===== src/rtl/cks_pkg.sv =====
package cks_pkg;
  typedef enum logic [1:0] {
    ST_IDLE = 2'd0,
    ST_REQ  = 2'd1,
    ST_ACC  = 2'd2
  } cks_state_e;
endpackage


===== src/rtl/cks_sum_unit.sv =====
module cks_sum_unit #(
  parameter int W = 16
) (
  input  logic [W-1:0] sum_in,
  input  logic [W-1:0] word_in,
  input  logic [W-1:0] fix_in,
  output logic [W-1:0] step_out,
  output logic [W-1:0] fixed_out
);
  logic [W:0]   wide;
  logic [W-1:0] folded;

  always_comb begin
    wide   = {1'b0, sum_in} + {1'b0, word_in};
    folded = wide[W-1:0] + {{(W-1){1'b0}}, wide[W]};
  end

  generate
    if (W > 1) begin : g_rot
      assign step_out = {folded[W-2:0], folded[W-1]};
    end else begin : g_norot
      assign step_out = folded;
    end
  endgenerate

  assign fixed_out = (&fix_in) ? '0 : fix_in;
endmodule


===== src/rtl/cks_ctrl.sv =====
module cks_ctrl
  import cks_pkg::*;
(
  input  logic clk,
  input  logic rst_n,
  input  logic start,
  input  logic count_is_zero,
  input  logic count_is_last,
  input  logic irq_req,
  input  logic irq_mask,
  input  logic mem_req_ready,
  output logic mem_req_valid,
  output logic busy,
  output logic do_load,
  output logic do_step,
  output logic do_done,
  output logic do_intr
);
  cks_state_e state_q, state_d;

  always_comb begin
    state_d = state_q;
    do_load = 1'b0;
    do_step = 1'b0;
    do_done = 1'b0;
    do_intr = 1'b0;
    mem_req_valid = 1'b0;
    unique case (state_q)
      ST_IDLE: if (start) begin
        do_load = 1'b1;
        if (count_is_zero) do_done = 1'b1;
        else state_d = ST_REQ;
      end
      ST_REQ: begin
        mem_req_valid = 1'b1;
        if (mem_req_ready) state_d = ST_ACC;
      end
      ST_ACC: begin
        if (irq_req && !irq_mask) begin
          do_intr = 1'b1;
          state_d = ST_IDLE;
        end else begin
          do_step = 1'b1;
          if (count_is_last) begin
            do_done = 1'b1;
            state_d = ST_IDLE;
          end else state_d = ST_REQ;
        end
      end
      default: state_d = ST_IDLE;
    endcase
  end

  always_ff @(posedge clk or negedge rst_n) begin
    if (!rst_n) state_q <= ST_IDLE;
    else        state_q <= state_d;
  end

  assign busy = (state_q != ST_IDLE);

  assert_masked_runs_on_R7: assert property (@(posedge clk) disable iff (!rst_n)
    (state_q == ST_ACC && irq_mask && irq_req) |-> (do_step && !do_intr));
  assert_req_waits_R9: assert property (@(posedge clk) disable iff (!rst_n)
    (mem_req_valid && !mem_req_ready) |=> mem_req_valid);
endmodule


===== src/rtl/cks_engine.sv =====
module cks_engine #(
  parameter int DATA_W = 16,
  parameter int ADDR_W = 16,
  parameter int CNT_W  = 16
) (
  input  logic              clk,
  input  logic              rst_n,
  input  logic              start,
  input  logic [ADDR_W-1:0] start_addr,
  input  logic [CNT_W-1:0]  start_count,
  input  logic [DATA_W-1:0] start_sum,
  input  logic              irq_req,
  input  logic              irq_mask,
  output logic              mem_req_valid,
  input  logic              mem_req_ready,
  output logic [ADDR_W-1:0] mem_addr,
  input  logic [DATA_W-1:0] mem_rdata,
  output logic              busy,
  output logic              done,
  output logic              interrupted,
  output logic [DATA_W-1:0] sum_out,
  output logic [ADDR_W-1:0] next_addr,
  output logic [CNT_W-1:0]  remain_count
);
  localparam logic [CNT_W-1:0]  CNT_ONE  = CNT_W'(1);
  localparam logic [ADDR_W-1:0] ADDR_ONE = ADDR_W'(1);

  logic [DATA_W-1:0] sum_q, step_sum, fix_src, fixed_sum;
  logic [ADDR_W-1:0] addr_q;
  logic [CNT_W-1:0]  cnt_q;
  logic              done_q, intr_q;
  logic              do_load, do_step, do_done, do_intr;

  cks_ctrl u_ctrl (
    .clk           (clk),
    .rst_n         (rst_n),
    .start         (start),
    .count_is_zero (start_count == '0),
    .count_is_last (cnt_q == CNT_ONE),
    .irq_req       (irq_req),
    .irq_mask      (irq_mask),
    .mem_req_ready (mem_req_ready),
    .mem_req_valid (mem_req_valid),
    .busy          (busy),
    .do_load       (do_load),
    .do_step       (do_step),
    .do_done       (do_done),
    .do_intr       (do_intr)
  );

  assign fix_src = do_load ? start_sum : step_sum;

  cks_sum_unit #(.W(DATA_W)) u_sum (
    .sum_in    (sum_q),
    .word_in   (mem_rdata),
    .fix_in    (fix_src),
    .step_out  (step_sum),
    .fixed_out (fixed_sum)
  );

  always_ff @(posedge clk or negedge rst_n) begin
    if (!rst_n) begin
      sum_q  <= '0;
      addr_q <= '0;
      cnt_q  <= '0;
      done_q <= 1'b0;
      intr_q <= 1'b0;
    end else begin
      done_q <= do_done;
      intr_q <= do_intr;
      if (do_load) begin
        addr_q <= start_addr;
        cnt_q  <= start_count;
        sum_q  <= do_done ? fixed_sum : start_sum;
      end else if (do_step) begin
        addr_q <= addr_q + ADDR_ONE;
        cnt_q  <= cnt_q - CNT_ONE;
        sum_q  <= do_done ? fixed_sum : step_sum;
      end
    end
  end

  assign mem_addr     = addr_q;
  assign done         = done_q;
  assign interrupted  = intr_q;
  assign sum_out      = sum_q;
  assign next_addr    = addr_q;
  assign remain_count = cnt_q;

  assert_no_minus_zero_R3: assert property (@(posedge clk) disable iff (!rst_n)
    done |-> (sum_out != {DATA_W{1'b1}}));
  assert_step_moves_R4: assert property (@(posedge clk) disable iff (!rst_n)
    (busy && do_step) |=> (next_addr == $past(next_addr) + ADDR_ONE)
                        && (remain_count == $past(remain_count) - CNT_ONE));
  assert_stop_holds_R5: assert property (@(posedge clk) disable iff (!rst_n)
    (busy && do_intr) |=> ($stable(sum_out) && $stable(remain_count)
                           && $stable(next_addr) && interrupted && !busy));
  assert_addr_steady_R9: assert property (@(posedge clk) disable iff (!rst_n)
    (mem_req_valid && !mem_req_ready) |=> $stable(mem_addr));
  assert_pulses_apart_R10: assert property (@(posedge clk) disable iff (!rst_n)
    !(done && interrupted));
  assert_done_single_R10: assert property (@(posedge clk) disable iff (!rst_n)
    (done && !start) |=> !done);
  assert_idle_holds_R10: assert property (@(posedge clk) disable iff (!rst_n)
    (!busy && !start) |=> ($stable(sum_out) && $stable(remain_count)));
endmodule


===== config.mk =====
export PLATFORM = sky130hd
export DESIGN_NAME = cks_engine
export DESIGN_NICKNAME = d
export VERILOG_FILES = /design/src/rtl/cks_pkg.sv /design/src/rtl/cks_sum_unit.sv /design/src/rtl/cks_ctrl.sv /design/src/rtl/cks_engine.sv
export SDC_FILE = /design/constraint.sdc
export NUM_CORES = 1
export LEC_CHECK = 0
export ABC_AREA = 1
export BUFFER_PORTS_ARGS = -buffer_cell sky130_fd_sc_hd__buf_4
export CORE_ASPECT_RATIO = 0.6
export CORE_UTILIZATION = 50
export CTS_BUF_LIST = sky130_fd_sc_hd__clkbuf_8 sky130_fd_sc_hd__clkbuf_16
export CTS_CLUSTER_SIZE = 10
export DETAILED_ROUTE_END_ITERATION = 12
export HOLD_SLACK_MARGIN = 0.05
export PLACE_DENSITY = 0.86
export REMOVE_ABC_BUFFERS = 1
export SLEW_MARGIN = 0
export SYNTH_ARGS = -nofsm -noshare
export SYNTH_HDL_FRONTEND = slang
export SYNTH_SLANG_ARGS = --single-unit

===== constraint.sdc =====
create_clock -name clk -period 4.1 [get_ports clk]
set_input_delay 0 -clock clk [delete_from_list [all_inputs] [get_ports clk]]
set_output_delay 0 -clock clk [all_outputs]
set_load 0.005 [all_outputs]

Yosys cells after proc, flatten, opt, wreduce, memory -nomap -nowiden
Index checks and enable logic that the tools add are counted.
Widths: inputs -> output; s select.
{"block": "classes", "addsub": 4, "eq_ne": 6, "muxes": 28, "n_reduce_logical": 8}
{"cell": "$mux 16", "n": 10}
{"cell": "$add 16x16->17", "n": 1}
{"cell": "$add 16x1->16", "n": 1}
{"cell": "$add 16x1->16 const B", "n": 1}
{"cell": "$eq 16x1->1 const B", "n": 1}
{"cell": "$logic_not 16->1", "n": 1}
{"cell": "$reduce_and 16->1", "n": 1}
{"cell": "$sub 16x1->16 const B", "n": 1}
{"cell": "$mux 1", "n": 12}
{"cell": "$mux 2", "n": 4}
{"cell": "$ne 2x2->1 const B", "n": 3}
{"cell": "$pmux 2 s3", "n": 1}
{"cell": "$reduce_bool 2->1", "n": 2}
{"cell": "$reduce_and 3->1", "n": 1}
{"cell": "$eq 2x1->1 const B", "n": 1}
{"cell": "$eq 2x2->1 const B", "n": 1}
{"cell": "$logic_not 2->1", "n": 1}
{"cell": "$pmux 1 s2", "n": 1}
{"cell": "$logic_and 1x1->1", "n": 1}
{"cell": "$logic_not 1->1", "n": 1}
{"block": "totals", "regBits": 52, "output_inout_bits": 68, "elab_cells": 52}

Logic depth before layout (Yosys ltp)
Gate-level depths: netlist of run 1.
{"block": "depth", "ltp_word": 8, "mapped_depth": 29}

Modules after synthesis
Synthesis of run 1 repeated with hierarchy kept, for this count alone.
{"block": "hier_totals", "hier_cells": 807, "hier_area_um2": 5134.9}
{"module": "cks_engine", "instances": 1, "cells_each": 458, "area_per_inst_um2": 3380.7}
{"module": "cks_sum_unit", "instances": 1, "cells_each": 323, "area_per_inst_um2": 1589.0}
{"module": "cks_ctrl", "instances": 1, "cells_each": 26, "area_per_inst_um2": 165.2}

Least setup slack after synthesis of run 1
No wires, ideal clock.
{"block": "synth_timing", "path_type": "reg2reg", "start": "register sum_q[0] (netlist: sum_out[0])", "end": "register sum_q[12] (netlist: sum_out[12])", "arrival_ns": 3.315, "setup_slack_ns": 0.668, "stages_incl_launch_ff": 28, "n_path_buf": 1, "path_cell_list": "dfrtp_1 > ha_1 > fa_1 > nand2_2 > nand2_2 > nand3_2 > nand2_2 > nand2_1 > nand2_1 > a21oi_1 > o21bai_1 > ha_1 > ha_1 > nand3_1 > inv_1 > nand3_1 > nand2_1 > a21oi_1 > nand2_1 > nor2_1 > nand3_1 > nor2_1 > nand2_1 > nor2_4 > nand3_4 > buf_8 > nand2_2 > nand2_1"}
{"block": "synth_via", "elab_chain_cells": 8, "elab_cells_between_ends": 9}
{"item": "from (decl)", "line_no": "cks_engine.sv:28", "source": "logic [DATA_W-1:0] sum_q, step_sum, fix_src, fixed_sum;"}
{"item": "from (signal assigned)", "line_no": "cks_engine.sv:74", "source": "sum_q <= do_done ? fixed_sum : start_sum;"}
{"item": "from (signal assigned)", "line_no": "cks_engine.sv:78", "source": "sum_q <= do_done ? fixed_sum : step_sum;"}
{"item": "$add 16x16->17 (*)", "line_no": "cks_sum_unit.sv:14", "source": "wide = {1'b0, sum_in} + {1'b0, word_in};"}
{"item": "$add 16x1->16 (*)", "line_no": "cks_sum_unit.sv:15", "source": "folded = wide[W-1:0] + {{(W-1){1'b0}}, wide[W]};"}
{"item": "$mux 16", "line_no": "cks_engine.sv:51", "source": "assign fix_src = do_load ? start_sum : step_sum;"}
{"item": "$reduce_and 16->1", "line_no": "cks_sum_unit.sv:26", "source": "assign fixed_out = (&fix_in) ? '0 : fix_in;"}
{"item": "$mux 16", "line_no": "cks_sum_unit.sv:26"}
{"item": "$mux 16", "line_no": "cks_engine.sv:78"}
{"item": "$mux 16", "line_no": "cks_engine.sv:75", "source": "end else if (do_step) begin"}
{"item": "$mux 16 (*)", "line_no": "cks_engine.sv:71", "source": "if (do_load) begin"}
Mark *: on every way between the ends. The rest lies on a longest branch, timed or not. The select of a mux whose other input is x is not followed.
A chain may end at the register's enable or synchronous reset.

Worst setup path after layout of run 1
{"block": "layout_timing", "start": "register sum_q[10] (netlist: sum_out[10])", "end": "register sum_q[2] (netlist: sum_out[2])"}
Same word-level chain as after synthesis.

==> results.md, run 1 <==
- Result of the run: finished, final reports clean
- Fraction of power spent switching nets: 0.510
- Depth of the worst register-to-register path: 25
- Leak Pwr: 3.37 nW
- Die area: 10200 um^2
- Measured slew at the worst slew-check pin: 984 ps
- Pre-CTS setup slack: 69.7 ps
- Post-route DRC violation count: 0
- Maximum level of the CTS H-tree: 2
- NumNets Final: 985
- Cell count after synthesis: 743
- GP Congestion: 0.918
- Master cell of the clock root buffer: sky130_fd_sc_hd__clkbuf_16
- Number of synthesized register bits: 52
- Max Buffers Root-to-Sink: 2
- Number of warnings reported in the yosys synthesis log: 0
- Mean instance size in the synthesized netlist: 6.60 um^2
- Number of vias per cell: 5.22
- Area growth from synthesis to layout: 31.5%
- Power Density: 736 nW/um^2
- Critical path required time: 4280 ps
- Worst EP arrival: 4000 ps
- Number of detailed-routing iterations run before antenna repair: 6
- Setup Buffers After CTS: 0
- Setup crit start kind: flop
- Maximum fanout along the worst path: 8
- Count of cells along the worst hold path: 3
- Main area contributors after synthesis: sky130_fd_sc_hd__dfrtp_1 27%, sky130_fd_sc_hd__nand2_1 19%, sky130_fd_sc_hd__nand3_1 7.0%
- Switching power: 0.00242 W
- FFs w/ async S/R, synth: 1.00
- Worst r2r src: sum_out[10]$_DFFE_PN0P_
- # clock sinks: 52
- Placeable core region: 9360 um^2
- EDFF count, synth: 0
- Leading cell types by count after synthesis: 242 x sky130_fd_sc_hd__nand2_1, 83 x sky130_fd_sc_hd__inv_1, 69 x sky130_fd_sc_hd__nand3_1
- Final cycle utilization of the critical path: 0.932
- Distinct cell type count after synthesis: 41
- Power, Total: 0.00475 W
- Yosys top cell area share: 0.265
- Num rows: 27
- Initial antenna violation count: 0
- First DRT Iteration DRCs: 420
- Wire length per cell: 14.2 um
- Clock network fraction of total power: 0.089
- CTS clock-pin slew for the worst setup and hold paths: 70 ps
- Worst vdd rail ir drop: 0.367 mV
- Library cell with the highest instance count after synthesis: sky130_fd_sc_hd__nand2_1
- Maximum capacitance violations: 0
- Dominant cell type by area after synthesis: sky130_fd_sc_hd__dfrtp_1
- Worst Setup Path Type: flop to flop
- Number of top-level design ports: 138
- TritonCTS Buffers: 5
- Global-route wire length before repair: 23.2 mm
- Worst setup skew after layout: 7.03 ps
- Final std cells w/o fill: 1024
- Tightest slew margin relative to the limit: 0.342
- Pin count of the biggest net entering global routing: 53
- Fraction of the yosys area taken by sequential cells: 0.265
- Post-detailed-route count of antenna-violating nets: 0
- Wirelength, routed: 14.6 mm
- DIE HEIGHT: 78.7 um
- Via count of the first global-routing pass: 4712
- Slack of the critical path: 278 ps
- Placed cell count: 982
- Unrepaired setup endpoints after global routing: false
- Combinational share of power: 0.685
- Overall routing resource usage: 0.289
- Clock tree from TritonCTS: built
- Core Util, Final: 0.689
- Tightest Hold Check Type: primary input to flop
- Number of pins with negative max-slew slack in the final report: 0
- Number of failing setup endpoints in the final timing report: 0
- Max Fclk: 262 MHz
- Worst R2R End: sum_out[2]$_DFFE_PN0P_
- Final critical-path required period: 3820 ps
- Number of failing hold endpoints at the final stage: 0
- Via count: 5343
- Number of buffers added on ports: 137
- Predominant post-synthesis flop cell: sky130_fd_sc_hd__dfrtp_1
- GRT Residual Overflow: 0
- Slack of the worst reg-to-reg path: 280 ps
- Internal power: 0.00233 W
- Number of antenna diodes: 0
- CP Capture Type: flop
- Share of layout cells above drive strength 1: 0.265
- Netlist area before placement: 4900 um^2
- Starting utilization of the core area: 0.524
- Horizontal die dimension: 130 um
- Later-pin clock latency in the skew report: 290 ps
- WHS Endpoint: remain_count[14]$_DFFE_PN0P_
- DPL Wire Length: 10.9 mm
- Hold Startpoint: start_count[14]
- Part of the power in registers: 0.225
cells in the final DEF, fill, tap and decap left out, types with 3 or more instances in the layout:
cell,netlist,routed
sky130_fd_sc_hd__nand2_1,242,242
sky130_fd_sc_hd__buf_4,16,141
sky130_fd_sc_hd__inv_1,83,85
sky130_fd_sc_hd__nand3_1,69,69
sky130_fd_sc_hd__nor2_1,63,62
sky130_fd_sc_hd__dfrtp_1,52,52
sky130_fd_sc_hd__nand2_2,34,33
sky130_fd_sc_hd__dlygate4sd3_1,0,33
sky130_fd_sc_hd__ha_1,21,19
sky130_fd_sc_hd__xor2_1,16,16
sky130_fd_sc_hd__a21oi_1,15,14
sky130_fd_sc_hd__o211ai_1,14,14
sky130_fd_sc_hd__inv_2,10,10
sky130_fd_sc_hd__nor2_4,9,10
sky130_fd_sc_hd__o221ai_1,10,10
sky130_fd_sc_hd__nand4_1,9,9
sky130_fd_sc_hd__nand3_2,8,8
sky130_fd_sc_hd__or2_2,8,8
sky130_fd_sc_hd__xnor2_1,7,7
sky130_fd_sc_hd__nor2_2,6,6
sky130_fd_sc_hd__nor3_1,5,5
sky130_fd_sc_hd__o21ai_0,6,5
sky130_fd_sc_hd__nand3_4,4,5
sky130_fd_sc_hd__clkbuf_16,0,5
sky130_fd_sc_hd__nand2_4,2,3
sky130_fd_sc_hd__o21ai_1,2,3
worst max-delay path by stage:
stage / start / end / slack [ps] / cells past startpoint
6_report: sum_out[10]$_DFFE_PN0P_ / sum_out[2]$_DFFE_PN0P_ / 280 / 25
5_1_grt: sum_out[0]$_DFFE_PN0P_ / sum_out[0]$_DFFE_PN0P_ / 5 / 26
4_1_cts: sum_out[0]$_DFFE_PN0P_ / sum_out[2]$_DFFE_PN0P_ / 80 / 26
3_5_place_dp: sum_out[0]$_DFFE_PN0P_ / sum_out[2]$_DFFE_PN0P_ / 70 / 26
3_3_place_gp: sum_out[0]$_DFFE_PN0P_ / sum_out[0]$_DFFE_PN0P_ / 270 / 26
2_1_floorplan: u_ctrl.state_q[1]$_DFFE_PN0P_ / mem_addr[0]$_DFFE_PN0P_ / -380 / 7
power by group through the flow:
stage                     clock network [W]  registers [W]  logic, W
final                              0.000425        0.00107   0.00325
after global routing               0.000448        0.00111   0.00366
after CTS                          0.000430        0.00106   0.00318
after detailed placement                  0        0.00107   0.00314
after global placement                    0        0.00106   0.00308
after floorplan                           0        0.00103   0.00210
metal layers:
| metal | vias up | share of wire | global-route usage |
|---|---|---|---|
| met5 | - | 0 | 0 |
| met4 | 0 | 0.0074 | 0.0407 |
| met3 | 10 | 0.11 | 0.0836 |
| met2 | 269 | 0.40 | 0.411 |
| met1 | 2395 | 0.49 | 0.437 |
| li1 | 2669 | - | - |
what timing repair did:
action | in CTS | in global routing
endpoints found under the hold margin | 84 | 0
gates resized for setup | 0 | 8
endpoints found under the setup margin | 0 | 16
hold buffers | 33 | 0
area by class of cell:
class | instances | area, um^2
clock buffers | 6 | 139
inverters | 93 | 349
multi-input cells | 567 | 3100
fillers | 814 | 2910
well taps | 130 | 163
flip-flops and latches | 52 | 1300
repair buffers | 174 | 1390
clock inverters | 2 | 7.51
stage by stage:
step	hold slack, ps	cell area, um^2	setup TNS (ps)
2_1_floorplan	-296	4710	-5160
3_5_place_dp	75.6	5940	0
5_1_grt	69.5	6450	0
3_3_place_gp	77.2	5940	0
4_1_cts	54.8	6410	0
6_report	56.9	6450	0
critical path, cell delays in order (launching register included):
cell                       delay [ps]
sky130_fd_sc_hd__dfrtp_1          410
sky130_fd_sc_hd__ha_1             410
sky130_fd_sc_hd__nand2_1          130
sky130_fd_sc_hd__nor2_1           210
sky130_fd_sc_hd__and2_1           160
sky130_fd_sc_hd__nand2_1           60
sky130_fd_sc_hd__nand2_1          100
sky130_fd_sc_hd__a21oi_2           60
sky130_fd_sc_hd__o21bai_2         180
sky130_fd_sc_hd__ha_2             220
sky130_fd_sc_hd__ha_1             170
sky130_fd_sc_hd__nand3_1          100
sky130_fd_sc_hd__inv_1            100
sky130_fd_sc_hd__nand3_2          110
sky130_fd_sc_hd__nor2_4           110
sky130_fd_sc_hd__nand2_2           80
sky130_fd_sc_hd__nor2_4           150
sky130_fd_sc_hd__nand2_1           70
sky130_fd_sc_hd__nand3_1           60
sky130_fd_sc_hd__o21ai_1           80
sky130_fd_sc_hd__nor2_1           130
sky130_fd_sc_hd__nand2_1          100
sky130_fd_sc_hd__nor2_4           180
sky130_fd_sc_hd__nand3_4          180
sky130_fd_sc_hd__nand2_1          110
sky130_fd_sc_hd__nand2_1           50
flip-flops by register name, indices dropped and copies added (netlist names):
name            cells
u_ctrl.state_q      2
remain_count       16
done                1
sum_out            16
interrupted         1
mem_addr           16
cells by family (layout without fill, tap and decap cells):
family	after synthesis	in the layout	share of synthesized area
AOI/OAI and AO/OA	57	57	0.0806
xor gates and xnor gates	23	23	0.0411
adders and majority gates	22	22	0.0577
buffers and inverters	125	275	0.111
DFF	52	52	0.265
and+or+nand+nor	464	465	0.444
Note: power is estimated with default switching activity, not from simulation.
==> inputs of run 2 (changes only) <==
Settings changed: CORE_MARGIN set to 5.
Clock period 4.1 ns to 4.3 ns, I/O delays scaled along.
==> run 2 against run 1 <==
Via count is 1.5% lower. Combinational power is 5% lower. Design area is 0.43% lower. Die area is 17% higher. Sequential power is 6% lower. Non-clock buffer count is 2 lower. Hold slack worse by 6.7 ps. Fmax is 1.2% lower. Critical path depth stayed put. Critical path type unchanged. Highest routed layer unchanged.
==> results.md, run 2 (synthesis gave the netlist of run 1 again) <==
- Maximum capacitance violations: 0 (unchanged)
- Delay contributed by the slowest stage of the critical path: 410 ps (about the same)
- Tightest slew margin relative to the limit: 0.542 (+0.200)
- Number of pins with negative max-slew slack in the final report: 0 (unchanged)
- GP Congestion: 0.892 (-2.9%)
- Worst vdd rail ir drop: 0.433 mV (+18%)
- Die area: 12000 um^2 (+17%)
- Number of antenna diodes: 0 (unchanged)
- Master cell of the clock root buffer: sky130_fd_sc_hd__clkbuf_16
- First DRT Iteration DRCs: 427 (+1.7%)
- Maximum fanout along the worst path: 8 (unchanged)
- Max Fclk: 258 MHz (-1.2%)
- Critical path's slowest cell: sky130_fd_sc_hd__dfrtp_1
- Tightest Hold Check Type: primary input to flop
- Result of the run: finished, final reports clean
- Overall routing resource usage: 0.246 (-0.0435)
- Placeable core region: 9700 um^2 (+3.7%)
- Final critical-path required period: 3870 ps (+47.0 ps)
- Number of failing setup endpoints in the final timing report: 0 (unchanged)
- Most frequent cells in the layout: 242 x sky130_fd_sc_hd__nand2_1, 141 x sky130_fd_sc_hd__buf_4, 85 x sky130_fd_sc_hd__inv_1
- Post-detailed-route count of antenna-violating nets: 0 (unchanged)
- DIE HEIGHT: 86.7 um (+10%)
- Leak Pwr: 3.35 nW (-0.43%)
- Max Buffers Root-to-Sink: 2 (unchanged)
- Worst-case hold slack: 50.1 ps (-6.75 ps)
- Wirelength, routed: 14.7 mm (+1.0%)
- CTS clock-pin slew for the worst setup and hold paths: 70 ps (about the same)
- Share of layout cells above drive strength 1: 0.262 (-0.00277)
- Most common cell after layout, fill and taps aside: sky130_fd_sc_hd__nand2_1
- Clock network fraction of total power: 0.089 (about the same)
- Number of buffers added on ports: 137 (unchanged)
- Final cycle utilization of the critical path: 0.900 (-0.0324)
- Setup Buffers After CTS: 0 (unchanged)
- Number of top-level design ports: 138 (unchanged)
- Horizontal die dimension: 138 um (+6.2%)
- Power Density: 702 nW/um^2 (-4.6%)
- Power, Total: 0.00451 W (-5.0%)
- Number of failing hold endpoints at the final stage: 0 (unchanged)
- Initial antenna violation count: 0 (unchanged)
- Combinational share of power: 0.687 (+0.002)
- Critical path required time: 4480 ps (+200 ps)
- Later-pin clock latency in the skew report: 290 ps (about the same)
- Fraction of power spent switching nets: 0.509 (-0.000731)
- Area growth from synthesis to layout: 31.0%
- Switching power: 0.00230 W (-5.2%)
- CP Capture Type: flop
- DPL Wire Length: 11.1 mm (+2.3%)
- Post-route DRC violation count: 0 (unchanged)
- Pin count of the biggest net entering global routing: 53 (unchanged)
- Worst Setup Path Type: flop to flop
- Crit path top cell by count: sky130_fd_sc_hd__nand2_1
- Number of vias per cell: 5.13 (-1.7%)
- Setup crit start kind: flop
- # clock sinks: 52 (unchanged)
- NumNets Final: 983 (-0.20%)
- Number of detailed-routing iterations run before antenna repair: 5 (-1)
- TritonCTS Buffers: 5 (unchanged)
- Starting utilization of the core area: 0.505 (-0.0187)
- Via count: 5265 (-1.5%)
- Clock tree from TritonCTS: built
- Num rows: 28 (+3.7%)
- Measured slew at the worst slew-check pin: 687 ps (-297 ps)
- Maximum level of the CTS H-tree: 2 (unchanged)
- Global-route wire length before repair: 23.6 mm (+1.5%)
- Via count of the first global-routing pass: 4848 (+2.9%)
- Part of the power in registers: 0.225 (about the same)
- Core Util, Final: 0.662 (-0.0275)
- Internal power: 0.00221 W (-4.9%)
- GRT Residual Overflow: 0 (unchanged)
- Worst setup skew after layout: 5.93 ps (-1.10 ps)
- Worst EP arrival: 4050 ps (+50 ps)
- Wire length per cell: 14.3 um (+0.71%)
- Unrepaired setup endpoints after global routing: false
[run 2: through the flow]
step	setup WS, ps	cell area, um^2	setup TNS, ps	instances
2_1_floorplan	-178	4710	-1960	711
3_5_place_dp	368	5940	0	987
5_1_grt	45.7	6420	0	1027
3_3_place_gp	536	5940	0	987
4_1_cts	345	6400	0	1026
6_report	431	6420	0	1027
[run 2: final cells by class]
cell class              instances  area, um^2
well taps                     135         169
inverters                      93         349
multi-input cells             567        3090
clock buffers                   6         139
repair buffers                172        1370
clock inverters                 2        7.51
fillers                       868        3280
flip-flops and latches         52        1300
[run 2: layer usage]
layer / vias to the layer above / part of all wire / track usage / wire (um)
li1: 2659 / - / - / -
met1: 2369 / 0.50 / 0.387 / 7310
met2: 226 / 0.40 / 0.345 / 5890
met3: 11 / 0.097 / 0.0597 / 1430
met4: 0 / 0.0050 / 0.0341 / 74
met5: - / 0 / 0 / 0
[run 2: critical path: cells and delay by family, from the launching register on]
| kind | cells | cell delay (ps) |
|---|---|---|
| AND/OR/NAND/NOR | 19 | 2130 |
| adder cells (fa/ha/maj) | 3 | 830 |
| flip-flops | 1 | 410 |
| AO/OA/AOI/OAI | 2 | 290 |
| buffers and inverters | 1 | 100 |
[run 2: worst paths after layout]
| kind | cells after the start | from | endpoint | slack (ps) |
|---|---|---|---|---|
| max reg2reg | 25 | sum_out[10]$_DFFE_PN0P_ | sum_out[3]$_DFFE_PN0P_ | 430 |
| max in group asynchronous | 2 | rst_n | sum_out[5]$_DFFE_PN0P_ | 3540 |
| min | 3 | start_count[15] | remain_count[15]$_DFFE_PN0P_ | 50 |
| max | 25 | sum_out[10]$_DFFE_PN0P_ | sum_out[3]$_DFFE_PN0P_ | 430 |
| min in group asynchronous | 2 | rst_n | mem_addr[5]$_DFFE_PN0P_ | 310 |
| min reg2reg | 1 | u_ctrl.state_q[1]$_DFFE_PN0P_ | u_ctrl.state_q[1]$_DFFE_PN0P_ | 500 |
[run 2: what timing repair did]
item                       in CTS  in global routing
hold buffers                   31                  0
hold endpoints to repair       82                  0
resized for setup               0                  3
setup endpoints to repair       0                 15
[run 2: power groups by stage]
| stage | Clock, W | Combinational, W | Sequential, W |
|---|---|---|---|
| 3_3_place_gp | 0 | 0.00295 | 0.00100 |
| 4_1_cts | 0.000411 | 0.00305 | 0.00101 |
| 6_report | 0.000401 | 0.00309 | 0.00101 |
| 5_1_grt | 0.000435 | 0.00345 | 0.00105 |
| 3_5_place_dp | 0 | 0.00301 | 0.00101 |
| 2_1_floorplan | 0 | 0.00200 | 0.000978 |
==> inputs of run 3 (changes only) <==
Settings changed: ABC_AREA 1 to not set, PLACE_DENSITY 0.86 to 0.88.
==> run 3 against run 2 <==
The flow now finishes with violations (setup timing). Critical path type unchanged. Die area shrank 11%. Area after synthesis shrank 12%. Sequential cell count is the same. Register-to-register slack lost 500 ps.
==> results.md, run 3 <==
- Result of the run: complete, but fails checks
- Violations in the final reports: setup timing
- Leak Pwr: 2.75 nW (-18%)
- Number of vias per cell: 6.16 (+20%)
- Combinational share of power: 0.690 (+0.003)
- Wirelength, routed: 15.2 mm (+3.2%)
- Area growth from synthesis to layout: 45.9%
- Placed Area: 5520 um^2 (-7.1%)
- Dominant cell type by area after synthesis: sky130_fd_sc_hd__dfrtp_1
- DR top layer: met4
- Post-route DRC violation count: 0 (unchanged)
- Worst Setup Path Type: flop to flop
- Via count: 5061 (-3.9%)
- Global-route wire length before repair: 23.5 mm (-0.35%)
- Master cell of the clock root buffer: sky130_fd_sc_hd__clkbuf_16
- Slack of the critical path: -65.2 ps (-496 ps)
- CP Capture Type: flop
- # clock sinks: 52 (unchanged)
- Wire length on met3: 1.43 mm (-0.49%)
- Routed met1 length: 6.59 mm (-9.8%)
- Number of pins with negative max-slew slack in the final report: 0 (unchanged)
- Maximum level of the CTS H-tree: 2 (unchanged)
- Distinct cell type count after synthesis: 71 (+73%)
- Fraction of the yosys area taken by sequential cells: 0.302 (+0.0370)
- Detailed-routed wire length on met2: 6.94 mm (+18%)
- Die area: 10600 um^2 (-11%)
- Final critical-path required period: 4370 ps (+496 ps)
- FFs w/ async S/R, synth: 1.00 (unchanged)
- Later-pin clock latency in the skew report: 290 ps (about the same)
- First DRT Iteration DRCs: 479 (+12%)
- Total negative slack: -585 ps (-585 ps)
- Overall routing resource usage: 0.273 (+0.0272)
- TritonCTS Buffers: 5 (unchanged)
- Number of synthesized register bits: 52 (unchanged)
- Post-detailed-route count of antenna-violating nets: 0 (unchanged)
- Most common cell after layout, fill and taps aside: sky130_fd_sc_hd__buf_4
- Placeable core region: 8460 um^2 (-13%)
- Number of detailed-routing iterations run before antenna repair: 5 (unchanged)
- Maximum fanout along the worst path: 8 (unchanged)
- Worst setup skew after layout: 4.58 ps (-1.36 ps)
- Power, Total: 0.00464 W (+3.0%)
- Internal power: 0.00247 W (+12%)
- Mean instance size in the synthesized netlist: 8.20 um^2 (+24%)
- Final instance area: 6280 um^2 (-2.2%)
- Library cell with the highest instance count after synthesis: sky130_fd_sc_hd__nand2_1
- Delay contributed by the slowest stage of the critical path: 380 ps (-30 ps)
- Num rows: 26 (-7.1%)
- Fraction of power spent switching nets: 0.467 (-0.0422)
- Measured slew at the worst slew-check pin: 1160 ps (+478 ps)
- Most frequent cells in the layout: 172 x sky130_fd_sc_hd__buf_4, 64 x sky130_fd_sc_hd__nand2_1, 52 x sky130_fd_sc_hd__dfrtp_1
- Setup crit start kind: flop
- Yosys top cell area share: 0.302 (+0.0370)
- Pin count of the biggest net entering global routing: 53 (unchanged)
- Power Density: 739 nW/um^2 (+5.3%)
- Series of cell instances along the critical path: ha_2 > fa_2 > a211o_1 > a211oi_4 > o311a_1 > nor2_2 > o21ai_2 > a21oi_2 > o21ai_1 > nand2b_1 > ha_2 > and3_1 > and3_1 > o31ai_2 > nand4_1 > nor4_4 > o2111ai_2 > nor3_4 > buf_6 > o21ai_1
- Via count of the first global-routing pass: 4735 (-2.3%)
- Tightest Hold Check Type: primary input to flop
- Worst EP arrival: 4540 ps (+490 ps)
- Clock tree from TritonCTS: built
- Number of top-level design ports: 138 (unchanged)
- Max Buffers Root-to-Sink: 2 (unchanged)
- DPL Wire Length: 10.6 mm (-4.3%)
- Unrepaired setup endpoints after global routing: true
- Number of failing setup endpoints in the final timing report: 16 (+16)
- CTS clock-pin slew for the worst setup and hold paths: 70 ps (about the same)
- Worst-case hold slack: 77.7 ps (+27.5 ps)
- Predominant post-synthesis flop cell: sky130_fd_sc_hd__dfrtp_1
- Horizontal die dimension: 130 um (-5.9%)
- Part of the power in registers: 0.222 (-0.003)
- Netlist area before placement: 4300 um^2 (-12%)
- Number of buffers added on ports: 137 (unchanged)
- Cell count after synthesis: 525 (-29%)
- DIE HEIGHT: 81.9 um (-5.6%)
- Number of failing hold endpoints at the final stage: 0 (unchanged)
- Clock network fraction of total power: 0.088 (about the same)
- Tightest slew margin relative to the limit: 0.223 (-0.319)
- Number of warnings reported in the yosys synthesis log: 0 (unchanged)
- Max Fclk: 229 MHz (-11%)
- GRT Residual Overflow: 0 (unchanged)
- Final cycle utilization of the critical path: 1.02 (+0.115)
- Wire length per cell: 18.5 um (+29%)
- GP Congestion: 1.01 (+13%)
- Worst vdd rail ir drop: 0.354 mV (-18%)
- Leading cell types by count after synthesis: 64 x sky130_fd_sc_hd__nand2_1, 52 x sky130_fd_sc_hd__dfrtp_1, 44 x sky130_fd_sc_hd__o21ai_0
- Starting utilization of the core area: 0.509 (+0.00346)
- EDFF count, synth: 0 (unchanged)
- Switching power: 0.00217 W (-5.6%)
- Share of layout cells above drive strength 1: 0.322 (+0.0597)
- Critical path's slowest cell: sky130_fd_sc_hd__dfrtp_1
- NumNets Final: 799 (-19%)
- Critical path required time: 4470 ps (about the same)
- Main area contributors after synthesis: sky130_fd_sc_hd__dfrtp_1 30%, sky130_fd_sc_hd__ha_1 6.1%, sky130_fd_sc_hd__nand2_1 5.6%
- Maximum capacitance violations: 0 (unchanged)
- Initial antenna violation count: 0 (unchanged)
[run 3: per-layer routing]
layer | global-route usage | vias to the layer above
li1 | - | 2328
met1 | 0.385 | 2441
met2 | 0.439 | 268
met3 | 0.0546 | 24
met4 | 0.0571 | 0
met5 | 0 | -
[run 3: area by class of cell]
type | count | area (um^2)
diodes | 1 | 2.50
clock buffers | 6 | 139
well taps | 112 | 140
fillers | 623 | 2180
inverters | 12 | 45.0
repair buffers | 214 | 1720
clock inverters | 2 | 7.51
multi-input cells | 422 | 2930
flip-flops and latches | 52 | 1300
[run 3: stage by stage]
stage / std cells / utilization / setup slack (ps)
detailed placement: 768 / 0.653 / -481
CTS: 821 / 0.730 / -213
finish: 821 / 0.742 / -65.2
global route: 820 / 0.742 / -253
global placement: 768 / 0.653 / -61.1
floorplan: 486 / - / -221
[run 3: what timing repair did]
action | in CTS | in global routing
gates cloned | 1 | 0
setup buffers | 6 | 3
pin swaps | 10 | 15
endpoints found under the hold margin | 89 | 0
hold buffers | 38 | 0
resized for setup | 16 | 26
setup endpoints to repair | 16 | 16
[run 3: kinds of logic after synthesis]
| logic type | count (synthesis) | synth area share |
|---|---|---|
| buf+inv | 51 | 0.0608 |
| xor+xnor | 18 | 0.0366 |
| simple gates | 219 | 0.262 |
| fa+ha+maj | 22 | 0.0657 |
| flops | 52 | 0.302 |
| mux | 6 | 0.0148 |
| compound gates | 157 | 0.258 |
[run 3: critical path: cells and delay by family, from the launching register on]
family / cells / cell delay (ps)
fa+ha+maj: 3 / 730
simple gates: 7 / 1170
compound gates: 9 / 1750
buf+inv: 1 / 190
flops: 1 / 380
[run 3: power groups by stage]
stage                     clock network (W)  logic (W)  registers, W
final                              0.000408    0.00320       0.00103
after global routing               0.000430    0.00348       0.00107
after CTS                          0.000407    0.00297       0.00102
after detailed placement                  0    0.00284       0.00102
after global placement                    0    0.00274       0.00101
after floorplan                           0    0.00163      0.000985
[run 3: worst paths after layout]
check,from,cells past startpoint,end,slack (ps)
worst max-delay path,sum_out[0]$_DFFE_PN0P_,20,sum_out[2]$_DFFE_PN0P_,-70
worst min-delay path,start_sum[12],3,sum_out[12]$_DFFE_PN0P_,80
worst max register to register,sum_out[0]$_DFFE_PN0P_,20,sum_out[2]$_DFFE_PN0P_,-70
worst min register to register,remain_count[14]$_DFFE_PN0P_,2,remain_count[14]$_DFFE_PN0P_,560
max in group asynchronous,rst_n,2,remain_count[10]$_DFFE_PN0P_,3560
min in group asynchronous,rst_n,2,mem_addr[9]$_DFFE_PN0P_,280
